File: config.mk
export PLATFORM = sky130hd
export DESIGN_NAME = pc_return_stack
export DESIGN_NICKNAME = d
export VERILOG_FILES = /design/src/rtl/rstk_pkg.sv /design/src/rtl/rstk_ctl.sv /design/src/rtl/rstk_ptr.sv /design/src/rtl/rstk_store.sv /design/src/rtl/pc_return_stack.sv
export SDC_FILE = /design/constraint.sdc
export NUM_CORES = 1
export LEC_CHECK = 0
export BUFFER_PORTS_ARGS = -buffer_cell sky130_fd_sc_hd__clkbuf_2
export CORE_MARGIN = 4
export CORE_UTILIZATION = 30
export DETAILED_ROUTE_END_ITERATION = 8
export PLACE_DENSITY_LB_ADDON = 0.1
export SYNTH_ARGS = -nofsm -noshare
export SYNTH_HDL_FRONTEND = slang
export SYNTH_SLANG_ARGS = --single-unit
File: constraint.sdc
create_clock -name clk -period 3.3 [get_ports clk]
set_input_delay 0.99 -clock clk [delete_from_list [all_inputs] [get_ports clk]]
set_output_delay 0.99 -clock clk [all_outputs]
set_load 0.1 [all_outputs]
File: src/rtl/rstk_pkg.sv
package rstk_pkg;
  // Operation resolved for the current cycle
  typedef enum logic [1:0] {
    OP_IDLE  = 2'd0,
    OP_PUSH  = 2'd1,
    OP_POP   = 2'd2,
    OP_CLASH = 2'd3
  } stk_op_e;
endpackage

File: src/rtl/rstk_ctl.sv
module rstk_ctl
  import rstk_pkg::*;
(
  input  logic    clk,
  input  logic    rst_n,
  input  logic    call_valid,
  input  logic    ret_valid,
  input  logic    irq_req,
  input  logic    full,
  output logic    irq_ack,
  output stk_op_e op
);
  logic push;

  // An interrupt is taken only into a free level and only in a quiet cycle.
  assign irq_ack = irq_req && !full && !call_valid && !ret_valid;
  assign push    = call_valid || irq_ack;

  always_comb begin
    if (push && ret_valid) op = OP_CLASH;
    else if (push)         op = OP_PUSH;
    else if (ret_valid)    op = OP_POP;
    else                   op = OP_IDLE;
  end

  AST_ACK_HELD_WHEN_FULL: assert property (@(posedge clk) disable iff (!rst_n)
    full |-> !irq_ack);
  AST_ACK_QUIET_CYCLE: assert property (@(posedge clk) disable iff (!rst_n)
    irq_ack |-> (irq_req && !call_valid && !ret_valid));
endmodule

File: src/rtl/rstk_ptr.sv
module rstk_ptr
  import rstk_pkg::*;
#(
  parameter int DEPTH = 2,
  localparam int CNT_W = $clog2(DEPTH + 1)
) (
  input  logic             clk,
  input  logic             rst_n,
  input  stk_op_e          op,
  output logic [CNT_W-1:0] cnt,
  output logic             full,
  output logic             empty
);
  localparam logic [CNT_W-1:0] FULL_CNT = CNT_W'(DEPTH);

  assign full  = (cnt == FULL_CNT);
  assign empty = (cnt == '0);

  always_ff @(posedge clk or negedge rst_n) begin
    if (!rst_n)                       cnt <= '0;
    else if (op == OP_PUSH && !full)  cnt <= cnt + 1'b1;
    else if (op == OP_POP  && !empty) cnt <= cnt - 1'b1;
  end

  AST_FLAGS_EXCLUSIVE: assert property (@(posedge clk) disable iff (!rst_n)
    !(full && empty));
  AST_PUSH_GROWS: assert property (@(posedge clk) disable iff (!rst_n)
    (op == OP_PUSH && !full) |=> cnt == $past(cnt) + 1'b1);
  AST_FULL_CALL_STAYS_FULL: assert property (@(posedge clk) disable iff (!rst_n)
    (op == OP_PUSH && full) |=> full);
  AST_EMPTY_POP_STAYS: assert property (@(posedge clk) disable iff (!rst_n)
    (op == OP_POP && empty) |=> empty);
  AST_CLASH_HOLDS: assert property (@(posedge clk) disable iff (!rst_n)
    (op == OP_CLASH) |=> $stable(cnt));
endmodule

File: src/rtl/rstk_store.sv
module rstk_store
  import rstk_pkg::*;
#(
  parameter int PC_W  = 10,
  parameter int DEPTH = 2,
  localparam int CNT_W = $clog2(DEPTH + 1)
) (
  input  logic             clk,
  input  logic             rst_n,
  input  stk_op_e          op,
  input  logic [CNT_W-1:0] cnt,
  input  logic             full,
  input  logic [PC_W-1:0]  push_pc,
  output logic [PC_W-1:0]  pop_pc
);
  logic [PC_W-1:0] lvl [DEPTH];
  logic [PC_W-1:0] nxt [DEPTH];
  logic            push;

  assign push = (op == OP_PUSH);

  // Level 0 is the bottom. A push into a full stack shifts every level down by one.
  for (genvar i = 0; i < DEPTH; i++) begin : g_lvl
    if (i == DEPTH - 1) begin : g_top
      assign nxt[i] = (push && (full || cnt == CNT_W'(i))) ? push_pc : lvl[i];
    end else begin : g_low
      assign nxt[i] = !push ? lvl[i] :
                      full  ? lvl[i+1] :
                      (cnt == CNT_W'(i)) ? push_pc : lvl[i];
    end
  end

  always_ff @(posedge clk or negedge rst_n) begin
    if (!rst_n) begin
      for (int i = 0; i < DEPTH; i++) lvl[i] <= '0;
    end else begin
      for (int i = 0; i < DEPTH; i++) lvl[i] <= nxt[i];
    end
  end

  // Show the top level, or the bottom level when the stack is empty.
  always_comb begin
    pop_pc = lvl[0];
    for (int i = 0; i < DEPTH; i++)
      if (cnt == CNT_W'(i + 1)) pop_pc = lvl[i];
  end

  AST_TOP_IS_LAST_PUSH: assert property (@(posedge clk) disable iff (!rst_n)
    (op == OP_PUSH) |=> pop_pc == $past(push_pc));
  AST_CLASH_KEEPS_TOP: assert property (@(posedge clk) disable iff (!rst_n)
    (op == OP_CLASH) |=> $stable(pop_pc));
endmodule

File: src/rtl/pc_return_stack.sv
module pc_return_stack
  import rstk_pkg::*;
#(
  parameter int PC_W  = 10,
  parameter int DEPTH = 2,
  localparam int CNT_W = $clog2(DEPTH + 1)
) (
  input  logic            clk,
  input  logic            rst_n,
  input  logic            call_valid,
  input  logic            ret_valid,
  input  logic            irq_req,
  output logic            irq_ack,
  input  logic [PC_W-1:0] push_pc,
  output logic [PC_W-1:0] pop_pc,
  output logic            stk_full,
  output logic            stk_empty
);
  stk_op_e          op;
  logic [CNT_W-1:0] cnt;

  rstk_ctl u_ctl (
    .clk(clk), .rst_n(rst_n), .call_valid(call_valid), .ret_valid(ret_valid),
    .irq_req(irq_req), .full(stk_full), .irq_ack(irq_ack), .op(op)
  );

  rstk_ptr #(.DEPTH(DEPTH)) u_ptr (
    .clk(clk), .rst_n(rst_n), .op(op), .cnt(cnt), .full(stk_full), .empty(stk_empty)
  );

  rstk_store #(.PC_W(PC_W), .DEPTH(DEPTH)) u_store (
    .clk(clk), .rst_n(rst_n), .op(op), .cnt(cnt), .full(stk_full),
    .push_pc(push_pc), .pop_pc(pop_pc)
  );

  AST_RESET_EMPTY: assert property (@(posedge clk)
    $rose(rst_n) |-> stk_empty);
endmodule

==> results of run 1 <==
## layout by cell type, fill, tap and decap left out, types with 2 or more instances in the layout
cell type,synthesis,layout
inv_1,23,23
dfrtp_1,22,22
clkbuf_2,0,16
nand2_1,11,11
buf_12,0,11
o21ai_1,0,10
mux2_2,10,10
o21ai_0,20,10
mux2_4,10,10
clkbuf_8,0,3
ha_1,2,2
buf_4,0,2
## metal layers
layer | share of wire [%] | vias to the layer above
li1 | - | 434
met1 | 47 | 414
met2 | 47 | 21
met3 | 4.9 | 2
met4 | 1.0 | 0
met5 | 0 | -
## cell usage after synthesis
| cell type | instances | share of area, % |
|---|---|---|
| o31ai_1 | 1 | 0.62 |
| nor2b_4 | 1 | 1.1 |
| mux2_2 | 10 | 9.3 |
| o221a_1 | 1 | 0.93 |
| clkbuf_1 | 3 | 0.93 |
| a21oi_1 | 1 | 0.41 |
| nor2_1 | 1 | 0.31 |
| or3b_1 | 1 | 0.73 |
| mux2_4 | 10 | 12 |
| nand2_1 | 11 | 3.4 |
| xnor2_1 | 1 | 0.73 |
| buf_6 | 2 | 1.9 |
| nor4b_1 | 1 | 0.73 |
| inv_1 | 23 | 7.2 |
| dfrtp_1 | 22 | 46 |
| nor4_1 | 1 | 0.52 |
| ha_1 | 2 | 2.1 |
| o211ai_4 | 1 | 1.8 |
| o21ai_0 | 20 | 8.3 |
| o32a_1 | 1 | 0.83 |
## layout make-up
class                      instances  area [sq um]
fill                             365          2140
clock inverter                     1          30.0
sequential                        22           551
inverter                          23          86.3
clock buffer                       3          41.3
tap                               48          60.1
multi-input combinational         64           549
timing repair buffer              29           315
## worst min-delay path by stage
stage / slack (ns) / to / startpoint / cells past startpoint
6_report: 0.51 / u_store.lvl[2] / u_store.lvl[2] / 1
5_1_grt: 0.52 / u_store.lvl[1] / u_store.lvl[1] / 1
4_1_cts: 0.51 / u_store.lvl[3] / u_store.lvl[3] / 1
3_5_place_dp: 0.49 / u_store.lvl[8] / u_store.lvl[8] / 1
3_3_place_gp: 0.49 / u_store.lvl[2] / u_store.lvl[2] / 1
2_1_floorplan: 0.48 / u_store.lvl[0] / u_store.lvl[0] / 1
## through the flow
| stage | std cells | TNS [ns] | util [%] | hold slack (ns) | instance area, sq um |
|---|---|---|---|---|---|
| after detailed placement | 186 | 0 | 41.4 | 0.493 | 1560 |
| final | 190 | 0 | 43.3 | 0.508 | 1630 |
| after CTS | 190 | 0 | 43.3 | 0.512 | 1630 |
| after floorplan | 114 | -5.09 | - | 0.479 | 1220 |
| after global routing | 190 | 0 | 43.3 | 0.520 | 1630 |
| after global placement | 186 | 0 | 41.4 | 0.487 | 1560 |
## worst register-to-register path: stages, from the launching register on
cell	delay (ns)
dfrtp_1	0.32
inv_1	0.07
ha_1	0.27
buf_4	0.22
nor2b_4	0.15
o221a_1	0.66
mux2_4	0.36
## sequential cells by signal (all words and copies together), names as in the netlist
register / cells
u_store.lvl: 20
u_ptr.cnt: 2
## cells by family after synthesis
family	count (synthesis)
xor gates and xnor gates	1
adders and majority gates	2
muxes	20
buffers and inverters	28
AOI/OAI and AO/OA	25
and+or+nand+nor	16
DFF	22
==> impl_metrics.env, run 1 <==
export IMPL_syn_nets=131
export IMPL_clkTransAtPathRegs_ns=0.07
export IMPL_status="finished clean"
export IMPL_io_pins=28
export IMPL_cpPeakStageDelay_ns=0.49
export IMPL_gp_congestion=0.664
export IMPL_skew_ns=0.00862
export IMPL_timing_fmax_ghz=0.348
export IMPL_cts_resized=0
export IMPL_clock_latency_ns=0.26
export IMPL_critical_path_class="primary input to primary output"
export IMPL_clock_path_buffers=2
export IMPL_drtAntennaViolNets=0
export IMPL_dieHeight_microns=71.4
export IMPL_synth_xor_area_share_pct=0.727
export IMPL_use_met1_pct=12.5
export IMPL_muxShareOfSynthArea_pct=21.8
export IMPL_cap_viol_max_count=0
export IMPL_synth_compound_area_share_pct=12.9
export IMPL_arrival_ns=1.89
export IMPL_worstSetupPathDepth=3
export IMPL_io_buffers=27
export IMPL_slew_headroom_pct=52.7
export IMPL_path_max_fanout=6
export IMPL_post_cts_buffers=0
export IMPL_critical_path_buf_inv_count=2
export IMPL_cts_num_sinks=22
export IMPL_routedWlPerCell_microns=12.1
export IMPL_worstSetupEndpointType="primary output"
export IMPL_setup_viol=0
export IMPL_area_delta_synth_final_pct=35.5
export IMPL_busiest_layer="met2"
export IMPL_grt_overflow=0
export IMPL_yosysWarnings=0
export IMPL_cts_max_level=1
export IMPL_cp_startpoint="ret_valid"
export IMPL_cp_cell_sequence="clkbuf_2 -> nor4b_4 -> clkbuf_2"
export IMPL_crit_top_cell="clkbuf_2"
export IMPL_synthSimpleGateAreaFrac_pct=6.85
export IMPL_yosys_register_bits=22
export IMPL_antenna_found_initial=0
export IMPL_cts_root_buf="clkbuf_8"
export IMPL_synth_cell_type_count=20
export IMPL_vias=871
export IMPL_die_area_sq_mm=0.00509
export IMPL_hp_class="flop to flop"
export IMPL_drive_gt1_share_pct=39.4
export IMPL_dp_hpwl_microns=1730
export IMPL_setup_ws_ns=0.425
export IMPL_yosysSeqAreaShare_pct=45.7
export IMPL_critPathTopFamily="buffers and inverters"
export IMPL_rsz0062_at_grt="false"
export IMPL_pre_cts_ws_ns=0.418
export IMPL_grt_pass1_vias=943
export IMPL_slew_violations=0
export IMPL_final_nets=160
export IMPL_synthAdderAreaFrac_pct=2.08
export IMPL_fp_row_count=22
export IMPL_tightest_slew_ns=0.710
export IMPL_cts_buffers=3
export IMPL_synth_cells=114
export IMPL_grt_max_degree=23
export IMPL_syn_area_sq_mm=0.00120
export IMPL_drc=0
export IMPL_holdBufCountCts=0
export IMPL_routed_wl_microns=2290
export IMPL_post_route_period_util_pct=87.1
export IMPL_use_met3_pct=3.23
export IMPL_initial_utilization_pct=32.0
export IMPL_drt_iter0_drc=13
export IMPL_hold_viol=0
export IMPL_synth_top_family_by_area="multiplexers"
export IMPL_crit_slowest_cell="clkbuf_2"
export IMPL_cp_start_kind="primary input"
export IMPL_grt_use_met2_pct=16.6
export IMPL_crit_end="irq_ack"
export IMPL_ff2ff_path_depth=6
export IMPL_r2r_start="u_ptr.cnt[0]"
export IMPL_drtPass1Iterations=4
export IMPL_r2r_slack_ns=1.13
export IMPL_syn_area_per_cell_sq_um=10.6
export IMPL_core_sq_mm=0.00377
export IMPL_grtUsageTotal_pct=10.2
export IMPL_antenna_cells=0
export IMPL_cts_tree="done"
export IMPL_worstReg2RegEnd="u_store.lvl[16]"
export IMPL_vias_per_cell=4.58
export IMPL_fin_crit_ns=2.88
export IMPL_grt_pass1_wl_microns=4060
export IMPL_cp_required_ns=2.31
export IMPL_die_w_microns=71.4
Power of run 1 is left out: the tool's default activity adds up to more than one toggle a clock period on the data nets, which glitch-free logic cannot reach.
==> run 2, diff against run 1 <==
--- a/config.mk
+++ b/config.mk
@@ -13,3 +13,4 @@
 export SYNTH_ARGS = -nofsm -noshare
 export SYNTH_HDL_FRONTEND = slang
 export SYNTH_SLANG_ARGS = --single-unit
+export TNS_END_PERCENT = 30
==> constraint.sdc (replaced) <==
create_clock -name clk -period 2.3 [get_ports clk]
set_input_delay 0.69 -clock clk [delete_from_list [all_inputs] [get_ports clk]]
set_output_delay 0.69 -clock clk [all_outputs]
set_load 0.1 [all_outputs]
==> impl_metrics.env, run 2 (synthesis results as in run 1) <==
export IMPL_grt_pass1_wl_microns=4240
export IMPL_drive_gt1_share_pct=48.6
export IMPL_cpPeakStageDelay_ns=0.43
export IMPL_antenna_cells=0
export IMPL_grt_use_met2_pct=18.2
export IMPL_grtUsageTotal_pct=10.5
export IMPL_slew_violations=0
export IMPL_largest_register_ffs=20
export IMPL_rsz0062_at_grt="false"
export IMPL_tightest_slew_ns=0.578
export IMPL_multi_input_area_sq_um=659
export IMPL_layout_common_cells="22 x inv_1, 22 x dfrtp_1, 15 x clkbuf_2, 15 x buf_12, 11 x nand2_1"
export IMPL_arrival_ns=1.52
export IMPL_hold_worst_slack_ns=0.413
export IMPL_routedWlPerCell_microns=12.8
export IMPL_initial_utilization_pct=32.0
export IMPL_cts_num_sinks=22
export IMPL_fp_row_count=22
export IMPL_cp_cell_sequence="ha_4 -> buf_12 -> nor4b_4 -> buf_12"
export IMPL_cts_tree="done"
export IMPL_gp_congestion=0.668
export IMPL_crit_top_cell="buf_12"
export IMPL_slew_headroom_pct=61.5
export IMPL_final_cell_area_sq_mm=0.00179
export IMPL_grt_pass1_vias=903
export IMPL_post_route_period_util_pct=95.9
export IMPL_cts_root_buf="clkbuf_8"
export IMPL_fin_crit_ns=2.21
export IMPL_critical_path_class="flop to primary output"
export IMPL_cts_max_level=1
export IMPL_fin_cells=192
export IMPL_drtPass1Iterations=3
export IMPL_area_delta_synth_final_pct=48.9
export IMPL_setup_ws_ns=0.0946
export IMPL_cts_buffers=3
export IMPL_clkTransAtPathRegs_ns=0.08
export IMPL_dp_hpwl_microns=1830
export IMPL_io_buffers=27
export IMPL_drt_iter0_drc=33
export IMPL_drtAntennaViolNets=0
export IMPL_skew_ns=0.00497
export IMPL_setup_viol=0
export IMPL_timing_fmax_ghz=0.453
export IMPL_use_met3_pct=3.93
export IMPL_pre_cts_ws_ns=0.214
export IMPL_final_nets=162
export IMPL_core_sq_mm=0.00377
export IMPL_antenna_found_initial=0
export IMPL_grt_max_degree=23
export IMPL_vias=864
export IMPL_hp_class="primary input to asynchronous set/reset pin"
export IMPL_hold_viol=0
export IMPL_die_w_microns=71.4
export IMPL_busiest_layer="met2"
export IMPL_io_pins=28
export IMPL_die_area_sq_mm=0.00509
export IMPL_placed_cell_area_sq_mm=0.00172
export IMPL_cap_viol_max_count=0
export IMPL_holdBufCountCts=0
export IMPL_critical_path_buf_inv_count=2
export IMPL_cp_required_ns=1.61
export IMPL_dieHeight_microns=71.4
export IMPL_clock_path_buffers=2
export IMPL_clock_latency_ns=0.26
export IMPL_cp_start_kind="flop"
export IMPL_use_met1_pct=12.5
export IMPL_reg_top3="u_store.lvl: 20 flops, u_ptr.cnt: 2 flops"
export IMPL_routed_wl_microns=2460
export IMPL_worstSetupEndpointType="primary output"
export IMPL_regMostFlops="u_store.lvl"
export IMPL_vias_per_cell=4.50
export IMPL_path_max_fanout=9
export IMPL_crit_slowest_cell="dfrtp_1"
export IMPL_drc=0
export IMPL_grt_overflow=0
export IMPL_nFillCells=347
export IMPL_status="finished clean"
export IMPL_critPathTopFamily="flip-flops"
export IMPL_ff_latch_area_sq_um=551
export IMPL_dpl_cell_count=187
## run 2: changes by cell type in the layout (fill, tap and decap cells not counted), moves of 2 or more
| cell | delta |
|---|---|
| o21ai_1 | -10 |
| o21ai_4 | +8 |
| o21ai_2 | +2 |
| buf_12 | +4 |
## run 2: final timing paths
kind | start | end | slack (ns) | cells after the start
hold reg to reg | u_store.lvl[4] | u_store.lvl[4] | 0.51 | 1
max in group asynchronous | rst_n | u_store.lvl[17] | 1.51 | 1
hold / removal | rst_n | u_store.lvl[12] | 0.41 | 1
setup / recovery | u_ptr.cnt[1] | irq_ack | 0.09 | 4
setup reg to reg | u_ptr.cnt[1] | u_store.lvl[16] | 0.52 | 6
min in group clk | u_store.lvl[4] | u_store.lvl[4] | 0.51 | 1
## run 2: stage by stage
stage | setup TNS [ns] | utilization, %
floorplan | -1.74 | -
detailed placement | 0 | 45.6
global placement | 0 | 45.6
CTS | 0 | 47.6
finish | 0 | 47.6
global route | 0 | 47.6
## run 2: final cells by class
type	instances	share of cell area, %
Multi-Input combinational cell	64	36.8
Sequential cell	22	30.7
Timing Repair Buffer	31	21.3
Inverter	23	4.81
Tap cell	48	3.35
Clock buffer	4	3.07
## run 2: layer usage
metal,up-vias,share of wire (%)
met2,13,52
li1,435,-
met5,-,0
met3,0,5.3
met1,416,43
met4,0,0
## run 2: what timing repair did
item / in CTS / in global routing
setup endpoints to repair: 9 / 5
buffers inserted: 1 / 0
hold endpoints to repair: 0 / 0
resized for setup: 0 / 1
pin swaps: 1 / 0
Power of run 2 is left out for the same reason.
